$ cat src/rtl/rs485_de_pkg.sv
package rs485_de_pkg;
   typedef enum logic [1:0] {
      DE_IDLE  = 2'd0,
      DE_DRIVE = 2'd1,
      DE_HOLD  = 2'd2
   } de_state_t;
endpackage

$ cat src/rtl/rs485_de_txtrack.sv
// Tracks whether the transmitter is between a character start and
// the end of its last stop bit; used for receive blanking.
module rs485_de_txtrack (
   input  logic clk,
   input  logic rst_n,
   input  logic start_i,
   input  logic done_i,
   output logic busy_o
);
   always_ff @(posedge clk) begin
      if (!rst_n)       busy_o <= 1'b0;
      else if (start_i) busy_o <= 1'b1;
      else if (done_i)  busy_o <= 1'b0;
   end
endmodule

$ cat src/rtl/rs485_de_turncnt.sv
// Down-counter for the turnaround margin in bit times.
module rs485_de_turncnt #(
   parameter int W = 4
) (
   input  logic         clk,
   input  logic         rst_n,
   input  logic         clr_i,
   input  logic         load_i,
   input  logic [W-1:0] load_val_i,
   input  logic         dec_i,
   output logic [W-1:0] cnt_o,
   output logic         last_o
);
   localparam logic [W-1:0] ONE = W'(1);

   always_ff @(posedge clk) begin
      if (!rst_n)      cnt_o <= '0;
      else if (clr_i)  cnt_o <= '0;
      else if (load_i) cnt_o <= load_val_i;
      else if (dec_i)  cnt_o <= cnt_o - ONE;
   end

   assign last_o = (cnt_o == ONE);
endmodule

$ cat src/rtl/rs485_de_ctrl.sv
// Direction state machine: idle, driving a frame, holding for turnaround.
module rs485_de_ctrl
   import rs485_de_pkg::*;
#(
   parameter int W = 4
) (
   input  logic         clk,
   input  logic         rst_n,
   input  logic         en_i,
   input  logic         start_i,
   input  logic         done_i,
   input  logic         tick_i,
   input  logic [W-1:0] delay_i,
   input  logic         cnt_last_i,
   output logic         cnt_clr_o,
   output logic         cnt_load_o,
   output logic         cnt_dec_o,
   output de_state_t    st_o,
   output logic         active_o
);
   de_state_t st_q, st_d;

   always_comb begin
      st_d       = st_q;
      cnt_clr_o  = 1'b0;
      cnt_load_o = 1'b0;
      cnt_dec_o  = 1'b0;
      if (!en_i) begin
         st_d      = DE_IDLE;
         cnt_clr_o = 1'b1;
      end else begin
         unique case (st_q)
            DE_IDLE: begin
               if (start_i) st_d = DE_DRIVE;
            end
            DE_DRIVE: begin
               if (!start_i && done_i) begin
                  if (delay_i == '0) begin
                     st_d = DE_IDLE;
                  end else begin
                     st_d       = DE_HOLD;
                     cnt_load_o = 1'b1;
                  end
               end
            end
            DE_HOLD: begin
               if (start_i) begin
                  st_d      = DE_DRIVE;
                  cnt_clr_o = 1'b1;
               end else if (tick_i) begin
                  if (cnt_last_i) begin
                     st_d      = DE_IDLE;
                     cnt_clr_o = 1'b1;
                  end else begin
                     cnt_dec_o = 1'b1;
                  end
               end
            end
            default: begin
               st_d      = DE_IDLE;
               cnt_clr_o = 1'b1;
            end
         endcase
      end
   end

   always_ff @(posedge clk) begin
      if (!rst_n) st_q <= DE_IDLE;
      else        st_q <= st_d;
   end

   assign st_o     = st_q;
   assign active_o = (st_q != DE_IDLE);
endmodule

$ cat src/rtl/rs485_de_seq.sv
module rs485_de_seq
   import rs485_de_pkg::*;
#(
   parameter int DLY_W    = 4,
   parameter bit OUT_FLOP = 1'b0
) (
   input  logic             clk,
   input  logic             rst_n,
   input  logic             rs485_en,
   input  logic             hd_en,
   input  logic             de_invert,
   input  logic [DLY_W-1:0] turn_delay,
   input  logic             tx_start,
   input  logic             tx_done,
   input  logic             bit_tick,
   output logic             de_pin,
   output logic             rx_gate
);
   localparam int MAX_DLY = (1 << DLY_W) - 1;

   generate
      if (DLY_W < 1 || DLY_W > 8) begin : g_bad_width
         $error("rs485_de_seq: DLY_W must be 1..8");
      end
      if (MAX_DLY < 1) begin : g_bad_range
         $error("rs485_de_seq: delay range empty");
      end
   endgenerate

   logic             cnt_clr, cnt_load, cnt_dec, cnt_last;
   logic [DLY_W-1:0] cnt_q;
   de_state_t        st_q;
   logic             de_active;
   logic             tx_busy;
   logic             pin_level;

   rs485_de_ctrl #(.W(DLY_W)) u_ctrl (
      .clk        (clk),
      .rst_n      (rst_n),
      .en_i       (rs485_en),
      .start_i    (tx_start),
      .done_i     (tx_done),
      .tick_i     (bit_tick),
      .delay_i    (turn_delay),
      .cnt_last_i (cnt_last),
      .cnt_clr_o  (cnt_clr),
      .cnt_load_o (cnt_load),
      .cnt_dec_o  (cnt_dec),
      .st_o       (st_q),
      .active_o   (de_active)
   );

   rs485_de_turncnt #(.W(DLY_W)) u_cnt (
      .clk        (clk),
      .rst_n      (rst_n),
      .clr_i      (cnt_clr),
      .load_i     (cnt_load),
      .load_val_i (turn_delay),
      .dec_i      (cnt_dec),
      .cnt_o      (cnt_q),
      .last_o     (cnt_last)
   );

   rs485_de_txtrack u_track (
      .clk     (clk),
      .rst_n   (rst_n),
      .start_i (tx_start),
      .done_i  (tx_done),
      .busy_o  (tx_busy)
   );

   assign pin_level = (rs485_en & de_active) ^ de_invert;

   generate
      if (OUT_FLOP) begin : g_out_reg
         logic pin_q;
         always_ff @(posedge clk) begin
            if (!rst_n) pin_q <= de_invert;
            else        pin_q <= pin_level;
         end
         assign de_pin = pin_q;
      end else begin : g_out_comb
         assign de_pin = pin_level;
      end
   endgenerate

   assign rx_gate = hd_en & tx_busy;
endmodule

$ cat config.mk
export PLATFORM = sky130hd
export DESIGN_NAME = rs485_de_seq
export DESIGN_NICKNAME = d
export VERILOG_FILES = /design/src/rtl/rs485_de_pkg.sv /design/src/rtl/rs485_de_txtrack.sv /design/src/rtl/rs485_de_turncnt.sv /design/src/rtl/rs485_de_ctrl.sv /design/src/rtl/rs485_de_seq.sv
export SDC_FILE = /design/constraint.sdc
export NUM_CORES = 1
export LEC_CHECK = 0
export ABC_CLOCK_PERIOD_IN_PS = 1790
export BUFFER_PORTS_ARGS = -buffer_cell sky130_fd_sc_hd__buf_2
export CORE_AREA = 2 2 39 41
export CTS_CLUSTER_SIZE = 30
export DETAILED_ROUTE_END_ITERATION = 6
export DIE_AREA = 0 0 41 43
export SLEW_MARGIN = 5
export SYNTH_ARGS = -nofsm -noshare
export SYNTH_HDL_FRONTEND = slang
export SYNTH_HIERARCHICAL = 1
export SYNTH_SLANG_ARGS = --single-unit
$ cat constraint.sdc
create_clock -name clk -period 1.79 [get_ports clk]
set_input_delay 0.358 -clock clk [delete_from_list [all_inputs] [get_ports clk]]
set_output_delay 0.358 -clock clk [all_outputs]
set_load 0.005 [all_outputs]
# Word-level counts from Yosys, hierarchy flattened
# Index checks and enable logic that the tools add are counted.
# word_totals
reg_bits,7
in_bits,12
output_inout_bits,2
wordCells,51
# classes
n_addsub,1
eq_ne,7
n_mux,25
bitwise_logic,4
reduce_logical,11
# op_table
operator,n
two-way mux 1 bit,15
two-way mux 2 bit,6
two-way mux 4 bit,2
"inequality test 3 bit, second input constant",2
case mux 2 bit (3 select lines),1
nonzero test 2 bit,3
"equality test 4 x 1 -> 1 bit, second input constant",1
logical NOT 4 bit,1
AND reduction 4 bit,1
OR reduction 2 bit,2
"subtractor 4 x 1 -> 4 bit, second input constant",1
AND 1 bit,2
"equality test 2 x 1 -> 1 bit, second input constant",1
"equality test 2 bit, second input constant",1
logical NOT 2 bit,1
"inequality test 2 x 1 -> 1 bit, second input constant",1
"inequality test 2 bit, second input constant",1
case mux 1 bit (2 select lines),1
AND reduction 2 bit,1
logical AND 1 bit,1
logical NOT 1 bit,1
inverter 1 bit,1
bitwise XOR 1 bit,1

# Logic depth before layout (Yosys ltp)
# Gate-level depths: netlist of the first run.
# logic_depth
ltp_word,8
ltp_mapped,9
mapped_depth_nobuf,9

# By module
# The synthesis of the first run kept the hierarchy.
# by_module_without_submodules
module,instances,cells_each,area_each_um2,seq_area_each_um2
rs485_de_turncnt,1,28,251.5,80.1
rs485_de_ctrl,1,21,160.2,40.0
rs485_de_txtrack,1,3,41.3,20.0
rs485_de_seq,1,3,18.8,0.0

# Least setup slack after synthesis of the first run
# No wires, ideal clock.
# synth_path
path_type,flip-flop to flip-flop
from,register u_cnt.cnt_o[1]
to,register u_cnt.cnt_o[3]
setup_time_ns,0.115
arrival_time_ns,1.684
required_time_ns,1.675
path_slack_ns,-0.008
path_stages_with_launch,8
path_buffers,0
synth_period_minus_slack_ns,1.798
path_cell_list,dfxtp_1 > inv_1 > ha_1 > nor3b_1 > nor3b_1 > nor4b_4 > xor2_1 > o21a_1
# synth_via
elab_chain_cells,7
elab_cells_between_ends,16
cone_classes,add/sub: 1; eq/ne: 1; mux: 12; reduce/logical: 2
# synth_rtl
element,line,rtl
start: declaration,rs485_de_turncnt.sv:11,"output logic [W-1:0] cnt_o,"
start signal: assignment,rs485_de_turncnt.sv:19,else if (load_i) cnt_o <= load_val_i;
start signal: assignment,rs485_de_turncnt.sv:20,else if (dec_i) cnt_o <= cnt_o - ONE;
equality test 4 x 1 -> 1 bit,rs485_de_turncnt.sv:23,assign last_o = (cnt_o == ONE);
net cnt_last,rs485_de_seq.sv:30,"logic cnt_clr, cnt_load, cnt_dec, cnt_last;"
two-way mux 1 bit,rs485_de_ctrl.sv:51,if (cnt_last_i) begin
two-way mux 1 bit,rs485_de_ctrl.sv:50,end else if (tick_i) begin
two-way mux 1 bit,rs485_de_ctrl.sv:47,if (start_i) begin
two-way mux 1 bit,rs485_de_ctrl.sv:32,unique case (st_q)
two-way mux 1 bit,rs485_de_ctrl.sv:28,if (!en_i) begin
net cnt_dec,rs485_de_seq.sv:30,
nonzero test 2 bit (no line),-,
# The timed path passes the listed nets, and every way through them passes these cells. The select of a mux whose other input is x is not followed.
# A chain may end at the register's enable or synchronous reset.

# Final worst setup path of the first run
# layout_path
from,register u_cnt.cnt_o[1]
to,register u_cnt.cnt_o[2]
# The elaborated chain is that of the path after synthesis.

==> impl_metrics.csv, run 1 <==
group,metric,value,unit
finish,number_of_diodes_added_for_antenna_fixing,0,
placement,count_of_port_buffers_added_during_placement,13,
worst_setup_path,critPathRequiredTime,1.94,ns
yosys,ys_seq_area_share,29.7,%
grt,global_route.usage.met1,17.0,%
power,power.density,541,mW/mm2
finish,drive_gt1_share,38.8,%
floorplan,pin_count,14,
sta,finalHoldViolations,0,
yosys,post_synth_most_frequent_cells,"dfxtp_1 (7), inv_1 (6), nand2_1 (5)",
yosys,netlist.area_leader.share,29.7,%
sta,finClkSkew,0.00208,ns
grt,gr-usage-all-layers,13.7,%
floorplan,die_width,41,um
detailed_routing,drt-vias-per-instance,4.77,
yosys,cell_types_with_the_largest_area_share_after_synthesis,"dfxtp_1 (30%), ha_1 (5.3%), nor4b_4 (5.0%), inv_1 (4.8%), o21a_1 (4.8%)",
grt,global_route_layer_with_the_greatest_usage,"met2",
detailed_routing,drcViolationCount,0,
floorplan,die_height,43,um
detailed_routing,wl_per_cell,10.2,um
worst_setup_path,reg2reg_setup_slack,0.11,ns
worst_setup_path,slowest_stage,"dfxtp_1",
sta,period_share,93.7,%
yosys,synth-adder-area-share,5.31,%
clock_tree,cts_buffers,3,
grt,vias_in_the_first_global_route,415,
detailed_routing,vias,458,
clock_tree,clkLatencyLatePin,0.25,ns
clock_tree,path_clk_slew,0.05,ns
yosys,flop_and_latch_count_out_of_synthesis,7,
grt,grt_antenna_before_repair,0,
yosys,syn-cell-area,472,um2
worst_hold_path,hold_path_class,"in2reg",
yosys,syn-mean-instance-area,8.58,um2
yosys,synth-async-reset-ratio,0,%
yosys,synth_compound_gate_area_share,18.0,%
worst_setup_path,critical_path_peak_fanout,4,
placement,place.detailed.hpwl,815,um
worst_setup_path,timing.critical_path.from,"u_cnt/cnt_o[1]",
floorplan,die_area,0.00176,mm2
worst_setup_path,worstSetupPathType,"reg2reg",
yosys,muxShareOfSynthArea,2.12,%
sta,report.final.slew_viol_count,0,
power,static-leakage-power,0.299,nW
yosys,synthesized_area_fraction_occupied_by_and_or_nand_nor_cells,31.8,%
sta,grt_setup_unrepaired,"false",
sta,timing_worst_slew_pin_value,0.635,ns
detailed_routing,drtPass1Iterations,4,
floorplan,core_region_area,0.00138,mm2
sta,final_period_minus_worst_setup_slack,1.68,ns
placement,postPlaceCellArea,618,um2
worst_setup_path,timing.critical_path.cells,"inv_1 > ha_1 > nor3b_2 > nor3b_2 > buf_4 > nand2_1 > xnor2_1 > o21a_1",
sta,achievable-frequency,596,MHz
worst_hold_path,worst_hold_startpoint,"turn_delay[0]",
yosys,synth_edf_count,0,
yosys,synthMostInstantiatedCell,"dfxtp_1",
yosys,synthesis.yosys.warnings,6,
yosys,synth_fp_nets,69,
detailed_routing,drt-initial-drc-count,7,
yosys,post_synth_xor_area_fraction,7.43,%
worst_setup_path,critical-path-max-stage-delay,0.32,ns
detailed_routing,totalWireLength,978,um
worst_setup_path,cp.arrival,1.82,ns
worst_setup_path,cpLargestDelayFamily,"simple AND/OR/NAND/NOR gates",
detailed_routing,route.antenna.remaining_nets,0,
grt,globalRoute.totalOverflow,0,
clock_tree,clock_tree_from_tritoncts,"built",
run,maxCapViolations,0,
yosys,synthDominantAreaCellType,"dfxtp_1",
finish,regArea,140,um2
grt,grt_pass1_wl,1.63,mm
worst_setup_path,timing.critical_path.mode_cell,"nor3b_2",
yosys,synth_top_family_by_area,"simple AND/OR/NAND/NOR gates",
power,vdd_drop_max,0.000399,V
sta,hold_slack,0.366,ns
yosys,synthCells,55,
floorplan,fp-row-count,14,
worst_setup_path,cp_num_buf_inv,2,
finish,fin_nets,95,
worst_setup_path,critPathLaunchType,"flip-flop",
finish,fillers,142,
yosys,synth_cell_types,27,
clock_tree,cts_buffer_depth,2,
finish,layout-area-overhead-vs-synth,40.6,%
finish,design_area,663,um2
yosys,ys.flop_type,"dfxtp_1",
sta,setup_viol_count_final,0,
clock_tree,cts.sinks,7,
grt,grt_max_degree,9,
clock_tree,ctsRootBufferMaster,"clkbuf_4",
finish,multi_input_area,322,um2
finish,final_core_utilization,47.9,%
outcome,outcome,"complete, no violations",
grt,grt_use_met2,20.3,%
worst_setup_path,timing.critical_path.to_type,"flip-flop",
sta,headroom_to_the_max_slew_limit,57.3,%
worst_setup_path,regToRegStartpoint,"u_cnt/cnt_o[1]",
grt,grtUsageMet3,4.71,%
placement,gpl.final_weighted_congestion,0.700,
clock_tree,clock_tree.htree_level_count,1,
floorplan,floorplan.initialDensity,34.1,%
power,report.power.total,359,uW
==> worst min-delay path: cells and delay by family <==
kind                   cells  cell delay, ns
buffers and inverters      1            0.09
muxes                      1            0.06
and+or+nand+nor            1            0.07
==> what timing repair did <==
item / in CTS / in global routing
hold buffers: 0 / 0
endpoints found under the hold margin: 0 / 0
setup endpoints to repair: 0 / 4
setup buffers: 0 / 1
resized for setup: 0 / 2
==> stage by stage <==
stage | setup TNS, ns | std cells | worst slack, ns
after floorplan | 0 | 55 | 0.160
after global placement | -0.0964 | 91 | -0.0423
after detailed placement | -0.251 | 91 | -0.0963
after CTS | 0 | 95 | 0.0403
after global routing | 0 | 96 | 0.0167
final | 0 | 96 | 0.112
==> flip-flops by register name, summed over array words and instances (netlist names) <==
register        cells
u_ctrl/st_o         2
u_track/busy_o      1
u_cnt/cnt_o         4
==> kinds of logic after synthesis <==
logic type | Yosys count
compound gates | 12
xor+xnor | 4
fa+ha+maj | 2
buf+inv | 7
flops | 7
mux | 1
simple gates | 22
==> path summary, 6_finish.rpt <==
path                    endpoint  cells after the start
hold / removal    u_cnt/cnt_o[0]                      3
setup / recovery  u_cnt/cnt_o[2]                      8
hold reg to reg   u_track/busy_o                      2
setup reg to reg  u_cnt/cnt_o[2]                      8
==> routing by layer <==
layer  vias to the layer above  share of wire (%)
li1                        244                  -
met1                       204                 47
met2                        10                 50
met3                         0                3.7
met4                         0                  0
met5                         -                  0
==> power by group <==
part / internal, mW / total [mW] / switching [mW]
Combinational: 0.0311 / 0.0547 / 0.0235
Sequential: 0.159 / 0.161 / 0.00185
Clock: 0.0851 / 0.143 / 0.0582
==> cells in the final DEF (no fill, tap or decap), drive strengths merged, types with 2 or more instances in the layout <==
cell / count
buf: 22
dfxtp: 7
inv: 6
nand2: 5
clkbuf: 4
a21oi: 3
o21a: 3
and2: 2
xnor2: 2
nor3b: 2
nor2: 2
nand2b: 2
xor2: 2
ha: 2
o21ai: 2
nor4: 2
==> cell type report <==
class                      instances  area share, %
multi-input combinational         41           48.5
sequential                         7           21.1
timing repair buffer              22           20.0
clock buffer                       4           3.96
inverter                           6           3.40
tap                               16           3.02
No activity file was read; power rests on OpenSTA's default activity.
==> run 2: changes to the inputs <==
--- a/config.mk
+++ b/config.mk
@@ -11,6 +11,7 @@
 export CTS_CLUSTER_SIZE = 30
 export DETAILED_ROUTE_END_ITERATION = 6
 export DIE_AREA = 0 0 41 43
+export SETUP_SLACK_MARGIN = 0.5
 export SLEW_MARGIN = 5
 export SYNTH_ARGS = -nofsm -noshare
 export SYNTH_HDL_FRONTEND = slang
==> impl_metrics.csv, run 2 (synthesis results as in run 1) <==
group,metric,value,unit
worst_hold_path,worstHoldEndpoint,"u_track/busy_o",
worst_hold_path,worst_hold_startpoint,"tx_start",
detailed_routing,drtPass1Iterations,5,
placement,place.detailed.hpwl,770,um
finish,layout.cells.most_common_list,"buf_2 (13), buf_4 (8), inv_1 (5)",
worst_setup_path,regToRegStartpoint,"u_ctrl/st_o[0]",
sta,achievable-frequency,648,MHz
sta,headroom_to_the_max_slew_limit,67.8,%
detailed_routing,drt-initial-drc-count,6,
grt,grt_antenna_before_repair,0,
finish,finalNonFillerCells,96,
worst_setup_path,cp.arrival,1.19,ns
detailed_routing,met2RoutedLength,592,um
grt,globalRoute.totalOverflow,0,
detailed_routing,route.met3.wl,76,um
floorplan,floorplan.initialDensity,34.1,%
sta,final_period_minus_worst_setup_slack,1.54,ns
clock_tree,clock_tree_from_tritoncts,"built",
floorplan,core_region_area,0.00138,mm2
grt,grt_pass1_wl,1.68,mm
worst_setup_path,worstSetupPathType,"reg2out",
clock_tree,cts_buffer_depth,2,
power,static-leakage-power,0.315,nW
finish,number_of_diodes_added_for_antenna_fixing,0,
detailed_routing,vias,498,
detailed_routing,wl_met1,468,um
floorplan,die_width,41,um
sta,period_share,86.2,%
worst_setup_path,r2r_cells,7,
placement,gpl.final_weighted_congestion,0.668,
clock_tree,ctsRootBufferMaster,"clkbuf_4",
floorplan,fp-row-count,14,
worst_hold_path,whs_path_depth,2,
sta,finalHoldViolations,0,
power,vdd_drop_max,0.000280,V
worst_setup_path,timing.critical_path.to_type,"output port",
sta,grt_setup_unrepaired,"true",
clock_tree,cts.sinks,7,
clock_tree,cts_buffers,3,
detailed_routing,drcViolationCount,0,
power,report.power.total,371,uW
detailed_routing,maxUsedRoutingLayer,"met4",
grt,grt_max_degree,9,
outcome,outcome,"complete, no violations",
finish,fin_nets,95,
worst_setup_path,timing.critical_path.cells,"buf_6 > or2_4 > nand2_2 > xnor2_1 > buf_2",
finish,final_core_utilization,54.2,%
clock_tree,cts.hold.buffers_added,0,
clock_tree,clock_tree.htree_level_count,1,
sta,report.final.slew_viol_count,0,
worst_setup_path,critical_path_peak_fanout,4,
run,maxCapViolations,0,
detailed_routing,route.antenna.remaining_nets,0,
finish,largest_register_ffs,4,
power,power.density,494,mW/mm2
worst_setup_path,worstReg2RegEnd,"u_cnt/cnt_o[2]",
clock_tree,clkLatencyLatePin,0.26,ns
finish,layout_commonest_cell,"buf_2",
placement,count_of_port_buffers_added_during_placement,13,
grt,gr-usage-all-layers,14.4,%
placement,postPlaceCellArea,622,um2
detailed_routing,wl_per_cell,11.9,um
worst_setup_path,critPathRequiredTime,1.43,ns
worst_setup_path,critPathLaunchType,"flip-flop",
detailed_routing,totalWireLength,1.14,mm
finish,drive_gt1_share,58.8,%
worst_setup_path,reg2reg_setup_slack,0.30,ns
finish,layout-area-overhead-vs-synth,59.2,%
worst_setup_path,critical-path-max-stage-delay,0.32,ns
worst_hold_path,hold_path_class,"in2reg",
worst_setup_path,cp_num_buf_inv,2,
sta,finClkSkew,0.00804,ns
sta,setup_viol_count_final,0,
floorplan,pin_count,14,
sta,timing.setup.tns,0,ns
floorplan,die_height,43,um
grt,vias_in_the_first_global_route,437,
floorplan,die_area,0.00176,mm2
worst_setup_path,slowest_stage,"dfxtp_2",
finish,design_area,751,um2
finish,regMostFlops,"u_cnt/cnt_o",
clock_tree,path_clk_slew,0.06,ns
sta,timing_worst_slew_pin_value,0.479,ns
worst_setup_path,cpLargestDelayFamily,"flip-flops",
detailed_routing,drt-vias-per-instance,5.19,
placement,dp_cell_count,88,
-- run 2: area by class of cell --
cell class | count | area, um2
fill | 138 | 633
tap | 16 | 20.0
timing repair buffer | 22 | 136
multi-input combinational | 41 | 390
clock buffer | 4 | 26.3
sequential | 7 | 153
inverter | 6 | 25.0
-- run 2: worst max-delay path by stage --
stage	start	to	slack, ns	depth (start not counted)
floorplan	u_cnt/cnt_o[1]	u_cnt/cnt_o[3]	0.20	7
global placement	tx_start	u_cnt/cnt_o[0]	0.008	6
detailed placement	tx_start	u_cnt/cnt_o[3]	-0.02	6
CTS	u_ctrl/st_o[0]	de_pin	0.22	5
global route	u_ctrl/st_o[0]	de_pin	0.20	5
finish	u_ctrl/st_o[0]	de_pin	0.25	5
-- run 2: worst register-to-register path: stages, from the launching register on --
cell and delay, ns:
dfxtp_2 0.32, buf_6 0.12, or3b_4 0.40, o21ai_2 0.13
nand2_1 0.06, nand2b_4 0.16, a21oi_2 0.11, o21a_1 0.13
-- run 2: what timing repair did --
item / in CTS / in global routing
setup endpoints to repair: 5 / 6
gates resized for setup: 15 / 6
buffers inserted: 4 / 0
pin swaps: 9 / 5
-- run 2: metrics by stage --
stage          setup slack (ns)  hold slack, ns
2_1_floorplan             0.203           0.475
3_3_place_gp            0.00790           0.565
3_5_place_dp            -0.0222           0.561
4_1_cts                   0.217           0.342
5_1_grt                   0.198           0.372
6_report                  0.246           0.366
-- run 2: power breakdown --
part,switching [mW],internal [mW]
Sequential,0.00254,0.155
Clock,0.0642,0.0854
Combinational,0.0293,0.0341
-- run 2: layer usage --
| metal | track usage (%) | vias up |
|---|---|---|
| met5 | 0 | - |
| met4 | 8.00 | 0 |
| met3 | 3.14 | 4 |
| met2 | 23.1 | 22 |
| met1 | 16.5 | 227 |
| li1 | - | 245 |
==> run 3: changes to the inputs <==
--- a/config.mk
+++ b/config.mk
@@ -6,11 +6,11 @@
 export NUM_CORES = 1
 export LEC_CHECK = 0
 export ABC_CLOCK_PERIOD_IN_PS = 1790
-export BUFFER_PORTS_ARGS = -buffer_cell sky130_fd_sc_hd__buf_2
 export CORE_AREA = 2 2 39 41
 export CTS_CLUSTER_SIZE = 30
 export DETAILED_ROUTE_END_ITERATION = 6
 export DIE_AREA = 0 0 41 43
+export DONT_BUFFER_PORTS = 1
 export SETUP_SLACK_MARGIN = 0.5
 export SLEW_MARGIN = 5
 export SYNTH_ARGS = -nofsm -noshare
==> impl_metrics.csv, run 3 (synthesis results as in run 1) <==
group,metric,value,unit
finish,largest_register_ffs,4,
clock_tree,path_clk_slew,0.05,ns
worst_setup_path,critPathLaunchType,"flip-flop",
worst_setup_path,critPathRequiredTime,1.94,ns
worst_setup_path,cp_num_buf_inv,2,
detailed_routing,drtPass1Iterations,4,
grt,grtUsageMet3,7.85,%
run,maxCapViolations,0,
clock_tree,clkLatencyLatePin,0.25,ns
finish,regMostFlops,"u_cnt/cnt_o",
finish,fin_nets,79,
placement,dp_cell_count,72,
detailed_routing,wl_per_cell,12.4,um
floorplan,die_width,41,um
grt,grt_max_degree,9,
clock_tree,cts.hold.buffers_added,0,
finish,drive_gt1_share,40.6,%
sta,report.final.slew_viol_count,0,
grt,gr-usage-all-layers,14.2,%
placement,place_ws,0.0856,ns
worst_hold_path,worstHoldEndpoint,"u_track/busy_o",
power,power.density,518,mW/mm2
floorplan,die_area,0.00176,mm2
sta,final_period_minus_worst_setup_slack,1.54,ns
clock_tree,ctsRootBufferMaster,"clkbuf_4",
power,static-leakage-power,0.257,nW
sta,finalHoldViolations,0,
worst_setup_path,worstSetupPathType,"reg2reg",
worst_hold_path,whs_path_depth,1,
sta,timing.final.ws_setup,0.255,ns
worst_setup_path,slowest_stage,"dfxtp_4",
worst_setup_path,timing.critical_path.cells,"inv_4 > ha_4 > nor3b_4 > nor3b_2 > buf_4 > nand2_2 > xnor2_1 > o21a_1",
outcome,outcome,"complete, no violations",
detailed_routing,drcViolationCount,0,
detailed_routing,route.antenna.remaining_nets,0,
sta,achievable-frequency,651,MHz
clock_tree,clock_tree.htree_level_count,1,
worst_hold_path,worst_hold_startpoint,"rst_n",
grt,grt_pass1_wl,1.64,mm
floorplan,pin_count,14,
floorplan,die_height,43,um
worst_setup_path,cp.arrival,1.68,ns
detailed_routing,totalWireLength,990,um
finish,number_of_diodes_added_for_antenna_fixing,0,
grt,vias_in_the_first_global_route,420,
worst_setup_path,critical-path-max-stage-delay,0.36,ns
floorplan,fp-row-count,14,
sta,timing.setup.tns,0,ns
worst_setup_path,worstReg2RegEnd,"u_cnt/cnt_o[2]",
clock_tree,cts_buffer_depth,2,
worst_setup_path,r2r_cells,8,
worst_setup_path,critical_path_peak_fanout,3,
clock_tree,cts.sinks,7,
grt,global_route.usage.met1,16.1,%
grt,globalRoute.totalOverflow,0,
finish,layout.cells.most_common_list,"inv_1 (5), buf_4 (5)",
clock_tree,clock_tree_from_tritoncts,"built",
sta,hold_slack,0.230,ns
worst_setup_path,timing.critical_path.to_type,"flip-flop",
placement,gpl.final_weighted_congestion,0.639,
grt,grt_use_met2,21.9,%
floorplan,floorplan.initialDensity,34.1,%
clock_tree,cts_buffers,3,
power,vdd_drop_max,0.000376,V
placement,place.detailed.hpwl,704,um
worst_setup_path,regToRegStartpoint,"u_cnt/cnt_o[1]",
placement,count_of_port_buffers_added_during_placement,0,
sta,period_share,85.8,%
grt,grt_antenna_before_repair,0,
finish,final_core_utilization,47.0,%
sta,timing_worst_slew_pin_value,0.702,ns
detailed_routing,drt-vias-per-instance,5.40,
worst_setup_path,cpLargestDelayFamily,"simple AND/OR/NAND/NOR gates",
finish,layout-area-overhead-vs-synth,37.9,%
sta,finClkSkew,0.00155,ns
finish,finalNonFillerCells,80,
detailed_routing,vias,432,
worst_setup_path,reg2reg_setup_slack,0.25,ns
sta,grt_setup_unrepaired,"true",
worst_hold_path,hold_path_class,"in2reg",
sta,headroom_to_the_max_slew_limit,52.7,%
sta,setup_viol_count_final,0,
floorplan,core_region_area,0.00138,mm2
worst_setup_path,timing.critical_path.from,"u_cnt/cnt_o[1]",
grt,global_route_layer_with_the_greatest_usage,"met2",
detailed_routing,drt-initial-drc-count,14,
## run 3: changes by cell type in the layout (fill, tap and decap cells not counted), moves of 2 or more
| cell | previous run | this run |
|---|---|---|
| buf_2 | 13 | 0 |
| a21oi_1 | 0 | 2 |
| a21oi_2 | 3 | 1 |
| buf_4 | 8 | 5 |
## run 3: cell type report
class                           count  area [um2]
Timing Repair Buffer                6        48.8
Inverter                            6        25.0
Tap cell                           16        20.0
Fill cell                         135         733
Multi-Input combinational cell     41         380
Sequential cell                     7         150
Clock buffer                        4        26.3
## run 3: stage by stage
step | total power [mW] | area [um2]
after global placement | 0.191 | 534
after CTS | 0.342 | 632
after detailed placement | 0.191 | 534
after floorplan | 0.186 | 503
final | 0.337 | 651
after global routing | 0.361 | 651
## run 3: worst max-delay path by stage
stage	end	cells after the start
2_1_floorplan	u_cnt/cnt_o[3]	7
3_3_place_gp	u_cnt/cnt_o[0]	5
3_5_place_dp	u_cnt/cnt_o[0]	5
4_1_cts	u_cnt/cnt_o[2]	8
5_1_grt	u_cnt/cnt_o[3]	7
6_report	u_cnt/cnt_o[2]	8
## run 3: what timing repair did
action | CTS | global route
setup buffers | 4 | 0
cloned | 0 | 0
gates resized for setup | 11 | 5
pin swaps | 6 | 5
endpoints found under the setup margin | 5 | 6
## run 3: per-layer routing
metal / share of wire [%] / up-vias
met2: 50 / 18
met1: 41 / 203
met5: 0 / -
li1: - / 211
met4: 0 / 0
met3: 8.6 / 0
## run 3: power breakdown
| group | total [mW] | internal [mW] | leakage, nW | switching, mW |
|---|---|---|---|---|
| combinational | 0.0354 | 0.0204 | 0.183 | 0.0151 |
| sequential | 0.159 | 0.157 | 0.0594 | 0.00254 |
| clock | 0.142 | 0.0850 | 0.0150 | 0.0572 |
| total | 0.337 | 0.262 | 0.257 | 0.0748 |
